<file path="config.mk">
export PLATFORM = sky130hd
export DESIGN_NAME = rgn_guard
export DESIGN_NICKNAME = d
export VERILOG_FILES = /design/src/rtl/rgn_guard_pkg.sv /design/src/rtl/rgn_perm_file.sv /design/src/rtl/rgn_access_eval.sv /design/src/rtl/rgn_resp_stage.sv /design/src/rtl/rgn_guard.sv
export SDC_FILE = /design/constraint.sdc
export NUM_CORES = 1
export LEC_CHECK = 0
export BUFFER_PORTS_ARGS = -buffer_cell sky130_fd_sc_hd__buf_2
export CAP_MARGIN = 20
export CORE_ASPECT_RATIO = 0.9
export CORE_MARGIN = 5
export CORE_UTILIZATION = 50
export CTS_CLUSTER_DIAMETER = 150
export DETAILED_ROUTE_END_ITERATION = 7
export PLACE_DENSITY = 0.74
export SLEW_MARGIN = 0
export SYNTH_ARGS = -nofsm -noshare
export SYNTH_HDL_FRONTEND = slang
export SYNTH_HIERARCHICAL = 1
export SYNTH_SLANG_ARGS = --single-unit
</file>
<file path="constraint.sdc">
create_clock -name clk -period 8.5 [get_ports clk]
set_input_delay 1.275 -clock clk [delete_from_list [all_inputs] [get_ports clk]]
set_output_delay 1.275 -clock clk [all_outputs]
set_load 0.05 [all_outputs]
</file>
<file path="src/rtl/rgn_guard_pkg.sv">
package rgn_guard_pkg;

    typedef enum logic [1:0] {
        ACC_READ      = 2'b00,
        ACC_WRITE     = 2'b01,
        ACC_FETCH     = 2'b10,
        ACC_FETCH_ALT = 2'b11
    } acc_kind_e;

    localparam int unsigned BIT_EX   = 0;
    localparam int unsigned BIT_WR   = 1;
    localparam int unsigned BIT_RD   = 2;
    localparam int unsigned BIT_SEC  = 4;
    localparam int unsigned BIT_LOCK = 8;

    typedef struct packed {
        logic lock;
        logic sec;
        logic rd;
        logic wr;
        logic ex;
    } perm_t;

    localparam perm_t PERM_RESET = '{lock: 1'b0, sec: 1'b1, rd: 1'b1, wr: 1'b1, ex: 1'b1};

    typedef struct packed {
        logic sec_viol;
        logic perm_viol;
        logic allow;
    } verdict_t;

    typedef struct packed {
        logic bus_err;
        logic sec_fault;
        logic bus_fault;
        logic evt_set;
    } route_t;

    // Register word indexes above the region block, relative to the region count
    localparam int unsigned CTL_EVT   = 0;
    localparam int unsigned CTL_IE    = 1;
    localparam int unsigned CTL_IESET = 2;
    localparam int unsigned CTL_IECLR = 3;

    function automatic perm_t unpack_perm(input logic [31:0] w);
        perm_t p;
        p.ex   = w[BIT_EX];
        p.wr   = w[BIT_WR];
        p.rd   = w[BIT_RD];
        p.sec  = w[BIT_SEC];
        p.lock = w[BIT_LOCK];
        return p;
    endfunction

    function automatic logic [31:0] pack_perm(input perm_t p);
        logic [31:0] w;
        w = '0;
        w[BIT_EX]   = p.ex;
        w[BIT_WR]   = p.wr;
        w[BIT_RD]   = p.rd;
        w[BIT_SEC]  = p.sec;
        w[BIT_LOCK] = p.lock;
        return w;
    endfunction

    // Security faults win over permission faults for processor masters
    function automatic route_t route_fault(input verdict_t v, input logic cpu);
        route_t r;
        logic any;
        any         = v.sec_viol | v.perm_viol;
        r.bus_err   = any;
        if (cpu) begin
            r.sec_fault = v.sec_viol;
            r.bus_fault = v.perm_viol & ~v.sec_viol;
            r.evt_set   = v.perm_viol & ~v.sec_viol;
        end else begin
            r.sec_fault = 1'b0;
            r.bus_fault = 1'b0;
            r.evt_set   = any;
        end
        return r;
    endfunction

endpackage

</file>
<file path="src/rtl/rgn_perm_file.sv">
module rgn_perm_file
    import rgn_guard_pkg::*;
#(
    parameter int unsigned RIDX_W = 6
) (
    input  logic               clk,
    input  logic               rst,
    input  logic               wr_en,
    input  logic [RIDX_W-1:0]  wr_idx,
    input  logic [31:0]        wr_data,
    input  logic [RIDX_W-1:0]  look_idx,
    output perm_t              look_perm,
    input  logic [RIDX_W-1:0]  rd_idx,
    output perm_t              rd_perm
);
    localparam int unsigned NREG = 1 << RIDX_W;

    perm_t [NREG-1:0] perm_vec;

    for (genvar g = 0; g < NREG; g++) begin : g_region
        perm_t perm_q;
        logic  hit;
        assign hit = wr_en && (wr_idx == RIDX_W'(g));
        always_ff @(posedge clk) begin
            if (rst) begin
                perm_q <= PERM_RESET;
            end else if (hit && !perm_q.lock) begin
                perm_q <= unpack_perm(wr_data);
            end
        end
        assign perm_vec[g] = perm_q;
    end

    assign look_perm = perm_vec[look_idx];
    assign rd_perm   = perm_vec[rd_idx];

endmodule

</file>
<file path="src/rtl/rgn_access_eval.sv">
module rgn_access_eval
    import rgn_guard_pkg::*;
(
    input  logic      valid,
    input  logic [1:0] kind,
    input  logic      secure,
    input  perm_t     perm,
    output verdict_t  verdict
);
    logic need;

    always_comb begin
        unique case (acc_kind_e'(kind))
            ACC_READ:  need = perm.rd;
            ACC_WRITE: need = perm.wr;
            default:   need = perm.ex;
        endcase
        verdict.sec_viol  = valid & perm.sec & ~secure;
        verdict.perm_viol = valid & ~need;
        verdict.allow     = valid & ~verdict.sec_viol & ~verdict.perm_viol;
    end

endmodule

</file>
<file path="src/rtl/rgn_resp_stage.sv">
module rgn_resp_stage
    import rgn_guard_pkg::*;
(
    input  logic     clk,
    input  logic     rst,
    input  logic     valid,
    input  verdict_t verdict,
    input  logic     cpu,
    input  logic     evt_wr,
    input  logic     evt_wval,
    input  logic     ie_wr,
    input  logic     ie_wval,
    input  logic     ie_set,
    input  logic     ie_clr,
    output logic     resp_valid,
    output logic     resp_allow,
    output logic     resp_err,
    output logic     sec_fault,
    output logic     bus_fault,
    output logic     evt,
    output logic     inten,
    output logic     irq
);
    route_t route;

    assign route = valid ? route_fault(verdict, cpu) : '0;

    always_ff @(posedge clk) begin
        if (rst) begin
            resp_valid <= 1'b0;
            resp_allow <= 1'b0;
            resp_err   <= 1'b0;
            sec_fault  <= 1'b0;
            bus_fault  <= 1'b0;
            evt        <= 1'b0;
            inten      <= 1'b0;
            irq        <= 1'b0;
        end else begin
            resp_valid <= valid;
            resp_allow <= verdict.allow;
            resp_err   <= route.bus_err;
            sec_fault  <= route.sec_fault;
            bus_fault  <= route.bus_fault;
            // hardware set beats a same-cycle software clear
            if (route.evt_set) begin
                evt <= 1'b1;
            end else if (evt_wr) begin
                evt <= evt_wval;
            end
            if (ie_wr) begin
                inten <= ie_wval;
            end else if (ie_set) begin
                inten <= 1'b1;
            end else if (ie_clr) begin
                inten <= 1'b0;
            end
            irq <= evt & inten;
        end
    end

endmodule

</file>
<file path="src/rtl/rgn_guard.sv">
module rgn_guard
    import rgn_guard_pkg::*;
#(
    parameter int unsigned RIDX_W       = 6,
    parameter int unsigned REGION_BYTES = 16384,
    parameter int unsigned DATA_W       = 32,
    localparam int unsigned REGION_SHIFT = $clog2(REGION_BYTES),
    localparam int unsigned ADDR_W       = REGION_SHIFT + RIDX_W,
    localparam int unsigned RA_W         = RIDX_W + 1
) (
    input  logic              clk,
    input  logic              rst,
    input  logic              reg_wr,
    input  logic [RA_W-1:0]   reg_addr,
    input  logic [31:0]       reg_wdata,
    output logic [31:0]       reg_rdata,
    input  logic              xfer_valid,
    input  logic [ADDR_W-1:0] xfer_addr,
    input  logic [1:0]        xfer_kind,
    input  logic              xfer_secure,
    input  logic              xfer_cpu,
    output logic              xfer_allow,
    output logic              mem_re,
    output logic              mem_we,
    input  logic [DATA_W-1:0] mem_rdata,
    output logic              resp_valid,
    output logic [DATA_W-1:0] resp_rdata,
    output logic              resp_err,
    output logic              sec_fault,
    output logic              bus_fault,
    output logic              acc_evt,
    output logic              irq
);
    logic              in_regions;
    logic [RIDX_W-1:0] reg_idx;
    logic [RIDX_W-1:0] xfer_idx;
    perm_t             look_perm;
    perm_t             rd_perm;
    verdict_t          verdict;
    logic              resp_allow;
    logic              inten;
    logic              evt_wr, ie_wr, ie_set, ie_clr;

    assign in_regions = ~reg_addr[RA_W-1];
    assign reg_idx    = reg_addr[RIDX_W-1:0];
    assign xfer_idx   = xfer_addr[REGION_SHIFT +: RIDX_W];

    assign evt_wr = reg_wr && !in_regions && (reg_idx == RIDX_W'(CTL_EVT));
    assign ie_wr  = reg_wr && !in_regions && (reg_idx == RIDX_W'(CTL_IE));
    assign ie_set = reg_wr && !in_regions && (reg_idx == RIDX_W'(CTL_IESET)) && reg_wdata[0];
    assign ie_clr = reg_wr && !in_regions && (reg_idx == RIDX_W'(CTL_IECLR)) && reg_wdata[0];

    rgn_perm_file #(.RIDX_W(RIDX_W)) u_perm (
        .clk       (clk),
        .rst       (rst),
        .wr_en     (reg_wr && in_regions),
        .wr_idx    (reg_idx),
        .wr_data   (reg_wdata),
        .look_idx  (xfer_idx),
        .look_perm (look_perm),
        .rd_idx    (reg_idx),
        .rd_perm   (rd_perm)
    );

    rgn_access_eval u_eval (
        .valid   (xfer_valid),
        .kind    (xfer_kind),
        .secure  (xfer_secure),
        .perm    (look_perm),
        .verdict (verdict)
    );

    rgn_resp_stage u_resp (
        .clk        (clk),
        .rst        (rst),
        .valid      (xfer_valid),
        .verdict    (verdict),
        .cpu        (xfer_cpu),
        .evt_wr     (evt_wr),
        .evt_wval   (reg_wdata[0]),
        .ie_wr      (ie_wr),
        .ie_wval    (reg_wdata[0]),
        .ie_set     (ie_set),
        .ie_clr     (ie_clr),
        .resp_valid (resp_valid),
        .resp_allow (resp_allow),
        .resp_err   (resp_err),
        .sec_fault  (sec_fault),
        .bus_fault  (bus_fault),
        .evt        (acc_evt),
        .inten      (inten),
        .irq        (irq)
    );

    assign xfer_allow = verdict.allow;
    assign mem_we     = verdict.allow && (acc_kind_e'(xfer_kind) == ACC_WRITE);
    assign mem_re     = verdict.allow && (acc_kind_e'(xfer_kind) != ACC_WRITE);
    assign resp_rdata = resp_allow ? mem_rdata : '0;

    always_comb begin
        reg_rdata = '0;
        if (in_regions) begin
            reg_rdata = pack_perm(rd_perm);
        end else begin
            if (reg_idx == RIDX_W'(CTL_EVT)) begin
                reg_rdata[0] = acc_evt;
            end else if (reg_idx == RIDX_W'(CTL_IE) || reg_idx == RIDX_W'(CTL_IESET) ||
                         reg_idx == RIDX_W'(CTL_IECLR)) begin
                reg_rdata[0] = inten;
            end
        end
    end

endmodule

</file>
==> impl_metrics.csv, run 1 <==
group,metric,value,unit
outcome,status,"finished, final reports clean",
global_routing,overflow,0,
clocking,cts_made_buffers,36,
global_routing,grtUsageTotal,25.4,%
cells_and_area,regArea,6570,um^2
placement,io_buffers,103,
timing,final-setup-viol-count,0,
clocking,clock_sinks,328,
cells_and_area,stdcell_area,18700,um^2
route,vias,14167,
cells_and_area,antennaDiodeCount,0,
synthesis,syn_avg_cell_area,10.0,um^2
floorplan,die_h,186,um
global_routing,grt_antenna_before_repair,1,
worst_setup_path,critPathMaxFanout,55,
cells_and_area,nets,1788,
power_and_ir_drop,leakage,7.32,nW
synthesis,ys_warn_count,6,
floorplan,io_pins,172,
worst_setup_path,worst_setup_path_start_kind,"input pin",
synthesis,syn_inst,1718,
clocking,worstSkewPairLatency,0.53,ns
power_and_ir_drop,power_density,185,nW/um^2
timing,period_minus_slack,6.18,ns
clocking,clk_path_buf_depth,3,
worst_setup_path,required,7.22,ns
clocking,path_clk_slew,0.06,ns
clocking,ctsResizeCount,0,
clocking,cts_hold_buf,0,
worst_setup_path,slowest_delay,0.79,ns
global_routing,grt_use_met1,35.3,%
route,drt-wirelength-per-cell,23.0,um
timing,tightestPinTransition,1.07,ns
global_routing,grt_use_met2,39.7,%
global_routing,grt_start_max_net_pins,99,
job,drv_cap,0,
floorplan,core,34000,um^2
global_routing,busiest_layer,"met2",
global_routing,grt_util_met3,6.15,%
global_routing,grt_pass1_wl,76200,um
route,drt_pass1_iterations,6,
cells_and_area,multiInputGateArea,9690,um^2
placement,postPlaceCellArea,17600,um^2
route,viasPerCell,6.52,
worst_setup_path,crit_chain,"buf_4 > mux4_2 > mux2i_1 > a221oi_1 > a21oi_1 > o21ai_1 > mux2i_1 > a2111oi_2 > a21boi_0 > buf_2",
floorplan,dieArea,38300,um^2
timing,fmax,162,MHz
route,antenna_left,0,
worst_setup_path,crit_buf_inv,2,
worst_setup_path,crit_type,"in2out",
route,drt_iter0_drc,1906,
worst_setup_path,end_kind,"primary output",
timing,tns,0,ns
hold_path,hp-class,"reg2reg",
clocking,post_cts_buffers,0,
timing,fin_crit_sh,72.7,%
clocking,htree_num_levels,2,
route,drc_errors,0,
floorplan,num_rows,64,
worst_setup_path,worstPathArrival,4.90,ns
cells_and_area,synthToLayoutAreaGrowth,8.51,%
power_and_ir_drop,ir_drop,0.000167,V
clocking,cts_root_buffer,"clkbuf_16",
placement,gp_congestion,0.886,
synthesis,syn_area,17300,um^2
clocking,tritoncts,"done",
timing,grt_setup_unrepaired,"no",
global_routing,grt_pass1_vias,13195,
cells_and_area,layout-drive-gt1-share,20.7,%
worst_setup_path,crit_top_cell,"mux2i_1",
cells_and_area,fillers,2896,
timing,final_max_slew_viol_count,0,
floorplan,initial_core_util,50.7,%
timing,slew_headroom,28.2,%
worst_setup_path,cp_slowest_cell,"a221oi_1",
route,drt-total-wl,50100,um
floorplan,die_x,206,um
timing,finalHoldViolCount,0,
placement,dpl.hpwl,32800,um
timing,fin_skew,0.0261,ns
worst_setup_path,crit_family,"compound AO/OA/AOI/OAI gates",
-- final cells by class --
cell class / count / share of cell area, %
sequential: 328 / 35.1
clock inverter: 9 / 0.775
multi-input combinational: 1184 / 51.7
inverter: 22 / 0.454
clock buffer: 52 / 5.51
timing repair buffer: 117 / 3.40
tap: 462 / 3.09
-- state kept, by name, indices dropped and copies added (netlist names) --
register	cells
u_perm/g_region.perm_q	320
u_resp/bus_fault	1
u_resp/evt	1
u_resp/inten	1
u_resp/irq	1
u_resp/resp_allow	1
u_resp/resp_err	1
u_resp/resp_valid	1
u_resp/sec_fault	1
-- metrics by stage --
step	total power [mW]	setup WS (ns)	util, %	instances	hold slack, ns
after floorplan	1.82	1.98	-	1744	0.422
after CTS	3.47	2.52	55.0	2174	0.455
after global routing	3.55	2.26	55.0	2174	0.481
after global placement	1.89	2.56	51.6	2113	0.447
final	3.46	2.32	55.0	2174	0.452
after detailed placement	1.89	2.52	51.6	2113	0.447
-- final timing paths --
| check | from | end | slack (ns) | cells past startpoint |
|---|---|---|---|---|
| setup / recovery | xfer_addr[15] | mem_re | 2.32 | 10 |
| hold / removal | u_resp/inten | u_resp/irq | 0.45 | 2 |
| setup reg to reg | u_perm/g_region[45].perm_q[2] | u_resp/resp_allow | 5.66 | 8 |
| hold reg to reg | u_resp/inten | u_resp/irq | 0.45 | 2 |
-- worst reg2reg max path: stages (launching register included) --
cell and delay [ns]:
dfxtp_1 0.37, mux4_2 0.24, mux2i_1 0.09, a221oi_1 0.80
a21oi_1 0.08, o21ai_1 0.31, mux2i_1 0.18, a2111oi_2 0.50
and2b_2 0.21
-- routing by layer --
| layer | vias up | share of wire [%] | routed length [um] |
|---|---|---|---|
| li1 | 6245 | - | - |
| met1 | 6948 | 40 | 19800 |
| met2 | 865 | 45 | 22400 |
| met3 | 107 | 13 | 6430 |
| met4 | 2 | 2.9 | 1470 |
| met5 | - | 0.026 | 13 |
-- cells in the final DEF, fill, tap and decap left out, types with 4 or more instances in the layout --
cell	n
dfxtp_1	328
nand2_1	234
o211ai_1	144
mux4_2	140
buf_2	98
mux2i_1	86
nor2_1	80
nor2b_1	77
a211o_1	64
a21oi_1	60
or3_1	41
nor3_1	37
clkbuf_16	37
and2_1	34
conb_1	27
nor3_2	19
buf_4	18
nand3_1	18
inv_1	16
a31oi_1	15
o22ai_1	13
mux2_2	13
clkbuf_1	10
nand2b_1	10
o21ai_0	8
a221oi_1	6
clkbuf_8	5
clkinv_2	5
a22oi_1	5
bufinv_16	4
o211a_1	4
o221ai_1	4
clkinv_1	4
-- report_power, final --
part / switching, mW / internal (mW) / total (mW) / leakage [nW]
logic: 0.232 / 0.0825 / 0.315 / 4.09
registers: 0.00669 / 1.54 / 1.55 / 2.65
clock network: 0.629 / 0.961 / 1.59 / 0.580
total: 0.868 / 2.59 / 3.46 / 7.32
Note: power is estimated with default switching activity, not from simulation.
==> run 2, diff against run 1 <==
clock period = 6.31 ns   (was 8.5 ns; I/O delays follow)
==> run 2 against run 1 <==
Count of clock-buffer cells in the layout up 5. Worst hold slack worse by 0.0066 ns. Critical path depth unchanged. Sequential share of layout area about the same. Via count down 0.83%. Sequential cell count unchanged. Critical endpoint unchanged. Largest cell class unchanged.
==> impl_metrics.csv, run 2 (synthesis gave the netlist of run 1 again) <==
group,metric,value,unit
timing,fin_skew,0.0142,ns
cells_and_area,antennaDiodeCount,0,
global_routing,overflow,0,
cells_and_area,layout_commonest_cell,"dfxtp_1",
timing,grt_setup_unrepaired,"no",
clocking,clock_sinks,328,
power_and_ir_drop,netSwitchingPower,1.14,mW
global_routing,grt_use_met2,39.6,%
route,viasPerCell,6.44,
clocking,clk_path_buf_depth,3,
timing,fmax,196,MHz
cells_and_area,largest_reg_flops,320,
route,antenna_left,0,
timing,period_minus_slack,5.09,ns
cells_and_area,nets,1794,
cells_and_area,stdcell_count,2181,
floorplan,io_pins,172,
route,drt_pass1_iterations,7,
worst_setup_path,r2r_cells,7,
global_routing,grt_start_max_net_pins,101,
hold_path,hp-class,"reg2reg",
route,drt-wirelength-per-cell,22.6,um
floorplan,dieArea,38300,um^2
worst_setup_path,required,5.36,ns
floorplan,die_x,206,um
worst_setup_path,end_kind,"primary output",
route,drt_iter0_drc,1431,
global_routing,grt_use_met1,33.9,%
cells_and_area,largest-register,"u_perm/g_region.perm_q",
clocking,cts_hold_buf,0,
placement,gp_congestion,0.901,
clocking,tritoncts,"done",
power_and_ir_drop,power.share.clock,44.5,%
global_routing,busiest_layer,"met2",
global_routing,grt_pass1_wl,74800,um
outcome,status,"finished, final reports clean",
timing,tns,0,ns
job,drv_cap,0,
route,drc_errors,0,
worst_setup_path,reg2reg_to,"u_resp/bus_fault",
hold_path,whs_path_depth,2,
timing,slew_headroom,24.0,%
placement,dp.cells,2118,
timing,final-setup-viol-count,0,
worst_setup_path,crit_end,"mem_re",
worst_setup_path,r2r-start,"u_perm/g_region[22].perm_q[2]",
clocking,cts_made_buffers,35,
floorplan,core,34000,um^2
clocking,worstSkewPairLatency,0.52,ns
power_and_ir_drop,leakage,7.34,nW
floorplan,die_h,186,um
timing,finalHoldViolCount,0,
route,vias,14049,
floorplan,initial_core_util,50.7,%
clocking,cts_root_buffer,"clkbuf_16",
timing,final_max_slew_viol_count,0,
worst_setup_path,worstPathArrival,4.15,ns
clocking,ctsResizeCount,0,
worst_setup_path,worst_setup_path_start_kind,"input pin",
power_and_ir_drop,ir_drop,0.000208,V
hold_path,hp-start,"u_resp/inten",
floorplan,num_rows,64,
worst_setup_path,r2r_slack,3.72,ns
cells_and_area,layout-drive-gt1-share,20.8,%
global_routing,grt_pass1_vias,13130,
route,drt-total-wl,49400,um
worst_setup_path,crit_type,"in2out",
timing,tightestPinTransition,1.14,ns
clocking,path_clk_slew,0.06,ns
global_routing,grtUsageTotal,24.9,%
cells_and_area,synthToLayoutAreaGrowth,8.65,%
placement,io_buffers,103,
placement,dpl.hpwl,33000,um
global_routing,grt_util_met3,5.72,%
worst_setup_path,crit_path_start,"xfer_addr[14]",
power_and_ir_drop,p_int,3.39,mW
global_routing,grt_antenna_before_repair,1,
worst_setup_path,critPathMaxFanout,38,
power_and_ir_drop,switching_share,25.2,%
cells_and_area,layout_common_cells,"328 x dfxtp_1, 234 x nand2_1, 144 x o211ai_1, 140 x mux4_2, 98 x buf_2",
clocking,htree_num_levels,2,
clocking,post_cts_buffers,0,
power_and_ir_drop,p_comb_share,9.4,%
timing,fin_crit_sh,80.7,%
power_and_ir_drop,power_density,242,nW/um^2
power_and_ir_drop,power.share.sequential,46.0,%
run 2: cell types whose count changed in the layout (fill, tap and decap cells not counted):
cell       change
buf_12         +2
buf_4          +4
buf_8          +1
bufinv_16      -3
clkbuf_1       +3
clkbuf_8       +2
clkinv_2       -2
run 2: final cells by class:
| class | instances | area, um^2 |
|---|---|---|
| Clock buffer | 57 | 1070 |
| Clock inverter | 4 | 45.0 |
| Fill cell | 2936 | 15300 |
| Inverter | 22 | 85.1 |
| Multi-Input combinational cell | 1184 | 9690 |
| Sequential cell | 328 | 6570 |
| Tap cell | 462 | 578 |
| Timing Repair Buffer | 124 | 722 |
run 2: worst min path at each step:
stage | endpoint | slack, ns
2_1_floorplan | u_resp/irq | 0.42
3_3_place_gp | u_resp/irq | 0.44
3_5_place_dp | u_resp/irq | 0.44
4_1_cts | u_resp/irq | 0.44
5_1_grt | u_resp/irq | 0.46
6_report | u_resp/irq | 0.45
run 2: power by group through the flow:
| stage | combinational (mW) | clock [mW] | sequential (mW) |
|---|---|---|---|
| 6_report | 0.429 | 2.02 | 2.09 |
| 5_1_grt | 0.451 | 2.12 | 2.09 |
| 4_1_cts | 0.422 | 2.03 | 2.09 |
| 3_5_place_dp | 0.421 | 0 | 2.13 |
| 3_3_place_gp | 0.416 | 0 | 2.13 |
| 2_1_floorplan | 0.323 | 0 | 2.14 |
run 2: per-layer routing:
layer  wire [um]  vias to the layer above
met5           9                        -
met4        1720                        2
met3        5500                      113
met2       22100                      793
met1       20000                     6882
li1            -                     6259
run 2: worst max-delay path: stages:
cell	delay, ns
buf_4	0.61
buf_4	0.38
mux4_2	0.56
nand2_1	0.09
a31oi_1	0.13
a31o_2	0.29
nor2b_1	0.15
a2111oi_2	0.40
a21boi_0	0.25
buf_2	0.30
run 2: through the flow:
step / hold slack (ns) / area [um^2] / total power, mW / util (%) / worst slack, ns
2_1_floorplan: 0.422 / 17400 / 2.46 / - / 0.447
3_3_place_gp: 0.439 / 17600 / 2.55 / 51.7 / 1.27
3_5_place_dp: 0.436 / 17600 / 2.56 / 51.8 / 1.26
4_1_cts: 0.445 / 18700 / 4.55 / 55.0 / 1.20
5_1_grt: 0.461 / 18800 / 4.66 / 55.1 / 0.946
6_report: 0.445 / 18800 / 4.54 / 55.1 / 1.22
